[src/rtl/prm_sched_pkg.sv]
package prm_sched_pkg;
  typedef struct packed {
    logic cr;
    logic r;
    logic u1;
    logic u2;
    logic sl;
  } prm_bits_t;

  localparam int unsigned PRM_W = $bits(prm_bits_t);
endpackage

[src/rtl/prm_slip_sticky.sv]
module prm_slip_sticky (
  input  logic clk_i,
  input  logic rst_ni,
  input  logic slip_i,
  input  logic clr_i,
  output logic flag_o
);
  logic flag_q;

  // a slip in the clearing cycle survives for the next message
  always_ff @(posedge clk_i or negedge rst_ni) begin
    if (!rst_ni) flag_q <= 1'b0;
    else         flag_q <= slip_i | (flag_q & ~clr_i);
  end

  assign flag_o = flag_q;
endmodule

[src/rtl/prm_trig_arb.sv]
module prm_trig_arb (
  input  logic clk_i,
  input  logic rst_ni,
  input  logic tick_i,
  input  logic auto_en_i,
  input  logic now_i,
  input  logic done_i,
  output logic launch_o,
  output logic busy_o,
  output logic pend_o
);
  logic busy_q, pend_q;
  logic auto_trig, launch;

  assign auto_trig = tick_i & auto_en_i;
  // launch only from idle; a pending command waits one idle cycle
  assign launch    = ~busy_q & (now_i | auto_trig | pend_q);

  always_ff @(posedge clk_i or negedge rst_ni) begin
    if (!rst_ni) begin
      busy_q <= 1'b0;
    end else if (launch) begin
      busy_q <= 1'b1;
    end else if (busy_q && done_i) begin
      busy_q <= 1'b0;
    end
  end

  always_ff @(posedge clk_i or negedge rst_ni) begin
    if (!rst_ni) begin
      pend_q <= 1'b0;
    end else if (launch) begin
      pend_q <= 1'b0;
    end else if (busy_q && now_i) begin
      pend_q <= 1'b1;
    end
  end

  assign launch_o = launch;
  assign busy_o   = busy_q;
  assign pend_o   = pend_q;
endmodule

[src/rtl/prm_snap.sv]
module prm_snap
  import prm_sched_pkg::*;
(
  input  logic      clk_i,
  input  logic      rst_ni,
  input  logic      load_i,
  input  prm_bits_t bits_i,
  output prm_bits_t snap_o
);
  prm_bits_t snap_q;

  always_ff @(posedge clk_i or negedge rst_ni) begin
    if (!rst_ni)     snap_q <= '0;
    else if (load_i) snap_q <= bits_i;
  end

  assign snap_o = snap_q;
endmodule

[src/rtl/prm_tx_sched.sv]
module prm_tx_sched
  import prm_sched_pkg::*;
(
  input  logic             clk_i,
  input  logic             rst_ni,
  input  logic             cr_i,
  input  logic             r_i,
  input  logic             u1_i,
  input  logic             u2_i,
  input  logic             sl_i,
  input  logic             auto_sl_i,
  input  logic             slip_i,
  input  logic             tick_i,
  input  logic             auto_en_i,
  input  logic             send_now_i,
  input  logic             done_i,
  output logic             req_o,
  output logic [PRM_W-1:0] msg_o
);
  logic      launch_w, busy_w, pend_w, slip_flag_w;
  prm_bits_t cur_bits, snap_bits;

  prm_trig_arb u_arb (
    .clk_i     (clk_i),
    .rst_ni    (rst_ni),
    .tick_i    (tick_i),
    .auto_en_i (auto_en_i),
    .now_i     (send_now_i),
    .done_i    (done_i),
    .launch_o  (launch_w),
    .busy_o    (busy_w),
    .pend_o    (pend_w)
  );

  prm_slip_sticky u_slip (
    .clk_i  (clk_i),
    .rst_ni (rst_ni),
    .slip_i (slip_i),
    .clr_i  (launch_w & auto_sl_i),
    .flag_o (slip_flag_w)
  );

  always_comb begin
    cur_bits.cr = cr_i;
    cur_bits.r  = r_i;
    cur_bits.u1 = u1_i;
    cur_bits.u2 = u2_i;
    cur_bits.sl = auto_sl_i ? slip_flag_w : sl_i;
  end

  prm_snap u_snap (
    .clk_i  (clk_i),
    .rst_ni (rst_ni),
    .load_i (launch_w),
    .bits_i (cur_bits),
    .snap_o (snap_bits)
  );

  assign req_o = busy_w;
  assign msg_o = snap_bits;
endmodule

[config.mk]
export PLATFORM = sky130hd
export DESIGN_NAME = prm_tx_sched
export DESIGN_NICKNAME = d
export VERILOG_FILES = /design/src/rtl/prm_sched_pkg.sv /design/src/rtl/prm_slip_sticky.sv /design/src/rtl/prm_trig_arb.sv /design/src/rtl/prm_snap.sv /design/src/rtl/prm_tx_sched.sv
export SDC_FILE = /design/constraint.sdc
export NUM_CORES = 1
export LEC_CHECK = 0
export BUFFER_PORTS_ARGS = -buffer_cell sky130_fd_sc_hd__buf_2
export CORE_AREA = 3 3 40 42
export DETAILED_ROUTE_END_ITERATION = 8
export DIE_AREA = 0 0 43 45
export SYNTH_ARGS = -nofsm -noshare
export SYNTH_HDL_FRONTEND = slang
export SYNTH_SLANG_ARGS = --single-unit
export TNS_END_PERCENT = 1
[constraint.sdc]
create_clock -name clk_i -period 1.6 [get_ports clk_i]
set_clock_uncertainty 0.05 [all_clocks]
set_input_delay 0.08 -clock clk_i [delete_from_list [all_inputs] [get_ports clk_i]]
set_output_delay 0.08 -clock clk_i [all_outputs]
set_load 0.05 [all_outputs]
; ---- After elaboration in Yosys (flattened, before gate mapping)
; Cells that the tools add are included.
[op_classes]
addsub = 0
mul = 0
n_div = 0
n_lt_le_gt_ge = 0
eq_ne = 0
n_shift = 0
mux = 5
bitwise_logic = 9
reduce_logical = 4
[op_table]
columns = operator, count
row1 = 2-to-1 mux 1 bit, 5
row2 = AND 1 bit, 4
row3 = nonzero test 2 bit, 2
row4 = OR 1 bit, 3
row5 = logical AND 1 bit, 2
row6 = inverter 1 bit, 2
[totals]
reg_bits = 8
latchBits = 0
mem_bits_rw = 0
rom_bits = 0
input_bits = 13
mem_count = 0

; ---- Depth between registers and ports, before layout
[logic_depth]
ltp_word = 8
depth_mapped = 3
depth_no_buf = 3

; ---- Cells and area by module
; Synthesis repeated with hierarchy kept, for this count alone.
[unflattened]
hier_cells = 21
hier_area_um2 = 324.1
[by_module_without_submodules]
columns = module, instances, cells_each, area_per_inst_um2
row1 = prm_snap, 1, 10, 181.4
row2 = prm_trig_arb, 1, 6, 83.8
row3 = prm_slip_sticky, 1, 3, 36.3
row4 = prm_tx_sched, 1, 2, 22.5

; ---- Worst setup path after synthesis
; OpenSTA, ideal clock, no wires.
[synth_timing]
path_kind = register to register
startpoint = reg u_arb.busy_q, in the netlist u_arb.busy_o
endpoint = reg u_snap.snap_q, in the netlist u_snap.snap_o[0]
setup_time_ns = 0.125
arrival_ns = 1.191
slack_ns = 0.234
stages_incl_launch_ff = 3
path_buffers = 0
synth_period_minus_slack_ns = 1.366
path_cell_list = dfrtp_1 > nor2_4 > mux2_4
[synth_via]
elab_chain_cells = 2
[synth_rtl]
columns = element, line_no
row1 = "start, declared", prm_trig_arb.sv:12  ; logic busy_q, pend_q;
row2 = "start signal, assigned", prm_trig_arb.sv:21  ; busy_q <= 1'b0;
row3 = "start signal, assigned", prm_trig_arb.sv:23  ; busy_q <= 1'b1;
row4 = "start signal, assigned", prm_trig_arb.sv:25  ; busy_q <= 1'b0;
row5 = inverter 1 bit, prm_trig_arb.sv:17  ; assign launch = ~busy_q & (now_i | auto_trig | pend_q);
row6 = AND 1 bit, prm_trig_arb.sv:17
row7 = "end signal, assigned", prm_snap.sv:14  ; else if (load_i) snap_q <= bits_i;
row8 = "end, declared", prm_snap.sv:10  ; prm_bits_t snap_q;
; No other way between the ends.
; A chain may end at the register's enable or synchronous reset.

; ---- Worst setup path in the final report
[layout_timing]
startpoint = reg u_arb.pend_q, in the netlist u_arb.pend_o
endpoint = reg u_snap.snap_q, in the netlist u_snap.snap_o[0]
[layout_via]
elab_chain_cells = 2
[layout_rtl]
columns = element, line_no
row1 = "start, declared", prm_trig_arb.sv:12
row2 = "start signal, assigned", prm_trig_arb.sv:31  ; pend_q <= 1'b0;
row3 = "start signal, assigned", prm_trig_arb.sv:33  ; pend_q <= 1'b0;
row4 = "start signal, assigned", prm_trig_arb.sv:35  ; pend_q <= 1'b1;
row5 = OR 1 bit, prm_trig_arb.sv:17
row6 = AND 1 bit, prm_trig_arb.sv:17
; No other way between the ends.

==> results.cfg <==
[outcome]
status = completed

[synth]
syn_avg_cell_area_um2 = 16.3
synth.mux.area_fraction = 0.282
synth_xor_area_frac = 0
yosysWarnings = 0
seq_area_frac_synth = 0.586
synthAdderAreaFrac = 0
synthSimpleGateAreaFrac = 0.0440
synth_compound_area_frac = 0.0769
syn_area_um2 = 342
syn-num-nets = 34
ys_ff_latch = 8
synth_top_family_by_area = multiplexers
yosysUniqueCellTypes = 10
syn_inst = 21

[critical_path]
critPathBufInv = 0
max_stage_delay_ns = 0.38
crit_required_ns = 1.68
path_cells = a211oi_2 -> nor2_4 -> mux2_4
path_class = reg2reg
reg2reg_to = u_snap.snap_o[0]$_DFFE_PN0N_
worst_setup_path_end_kind = flop
rr_worst_depth = 3
worstPathMaxFanout = 6
worst_setup_path_start_kind = flop
cp_slowest_cell = dfrtp_1
critPathTopFamily = flip-flops
reg2reg_slack_ns = 0.38
worstPathArrival_ns = 1.30
worstSetupPathDepth = 3
r2r_start = u_arb.pend_o$_DFFE_PN0P_

[placed_design]
gp_congestion = 0.680
dp.cells = 54
port_buffers = 18

[route]
ant_nets = 0
wl_per_cell_um = 11.3
drtPass1Iterations = 2
dr_total_vias = 255
route.final.wire_length_um = 675
viasPerCell = 4.25
drtIter0Drc = 2
drc = 0

[min_path]
holdCritPathClass = in2reg
hold_path_end = u_snap.snap_o[1]$_DFFE_PN0N_
worstHoldPathCells = 2
hold_start = u2_i

[sta]
worstMarginPinSlew_ns = 0.287
drv_slew = 0
slew_headroom = 0.808
fin_crit_sh = 0.763
rsz0062_at_grt = false
min_period_ns = 1.22
holdWs_ns = 0.0132
finalSetupTns_ns = 0
finalSetupViolCount = 0
hold_viol = 0
timing.fmax_mhz = 819

[clocking]
htree_num_levels = 1
cts_hold_buf = 3
clock_sinks = 8
cts-resized-gates = 0
cts_buffer_depth = 2
path_clk_slew_ns = 0.05
cts_root_buf = clkbuf_4
cts_buffers = 3
clk_latency_ns = 0.25
cts_tree = yes
postCtsSetupRepairBufs = 0

[pwr]
cellPowerDensity_mw_per_mm2 = 1440
p_leak_nw = 0.249
ir_drop_v = 0.000430
total_power_w = 0.000726

[die]
initial_core_util = 0.266
io_pins = 19
dieArea_mm2 = 0.00194
rows = 13
die_width_um = 43
die_height_um = 45
core_mm2 = 0.00128

[global_routing]
grt_pass1_vias = 272
antenna_found_initial = 0
grt_pass1_wl_um = 1120
grt_max_degree = 9
track_usage = 0.0798
grt_overflow_total = 0

[final_layout]
n_antenna_cell = 0
fill_cells = 129
register_area_um2 = 200
multi_input_area_um2 = 138
final_common_cell = buf_2
area_delta_synth_final_pct = 47.3
most-common-layout-cells = buf_2, dfrtp_1, mux2_4
fin_nets = 60
layoutNonFillerInstCount = 60
layout-drive-gt1-share = 0.644

[run]
cap_violations = 0
report_power, final:
group	internal [W]	switching (W)
Sequential	0.000249	0.0000295
Combinational	0.000107	0.000191
Clock	0.0000855	0.0000640
Total	0.000441	0.000285
layout make-up:
| class | count | area share |
|---|---|---|
| clock buffers | 3 | 0.0448 |
| well taps | 15 | 0.0373 |
| repair buffers | 21 | 0.239 |
| flip-flops and latches | 8 | 0.398 |
| inverters | 1 | 0.00746 |
| multi-input cells | 12 | 0.274 |
flip-flops by register name (all words and copies together) (netlist names):
signal / flops
u_slip.flag_o: 1
u_snap.snap_o: 5
u_arb.pend_o: 1
u_arb.busy_o: 1
stage by stage:
| stage | utilization | setup slack, ns | area [um^2] |
|---|---|---|---|
| after floorplan | - | 0.234 | 342 |
| after global placement | 0.351 | 0.399 | 450 |
| after detailed placement | 0.351 | 0.385 | 450 |
| after CTS | 0.391 | 0.374 | 503 |
| after global routing | 0.391 | 0.329 | 503 |
| final | 0.391 | 0.379 | 503 |
cell families after synthesis:
kind of cell    after synthesis
mux                           7
buf+inv                       1
compound gates                3
flops                         8
simple gates                  2
Yosys cell counts, drive strengths merged:
master,number,share of area
dfrtp,8,0.59
mux2,6,0.25
nor2,2,0.044
a211oi,1,0.037
a31oi,1,0.018
inv,1,0.011
mux2i,1,0.029
o21a,1,0.022
worst max path at each step:
stage,start,end,slack [ns]
6_report,u_arb.pend_o$_DFFE_PN0P_,u_snap.snap_o[0]$_DFFE_PN0N_,0.38
5_1_grt,u_arb.pend_o$_DFFE_PN0P_,u_snap.snap_o[0]$_DFFE_PN0N_,0.33
3_3_place_gp,u_arb.pend_o$_DFFE_PN0P_,u_snap.snap_o[0]$_DFFE_PN0N_,0.40
3_5_place_dp,u_arb.pend_o$_DFFE_PN0P_,u_snap.snap_o[0]$_DFFE_PN0N_,0.38
4_1_cts,u_arb.pend_o$_DFFE_PN0P_,u_snap.snap_o[0]$_DFFE_PN0N_,0.37
2_1_floorplan,u_arb.busy_o$_DFFE_PN0P_,u_snap.snap_o[0]$_DFFE_PN0N_,0.23
routing by layer:
layer,vias to the layer above,share of wire,global-route usage
li1,124,-,-
met1,124,0.42,0.101
met2,7,0.52,0.114
met3,0,0.050,0.0159
met4,0,0,0.0723
met5,-,0,0
No activity file was read; power rests on OpenSTA's default activity.
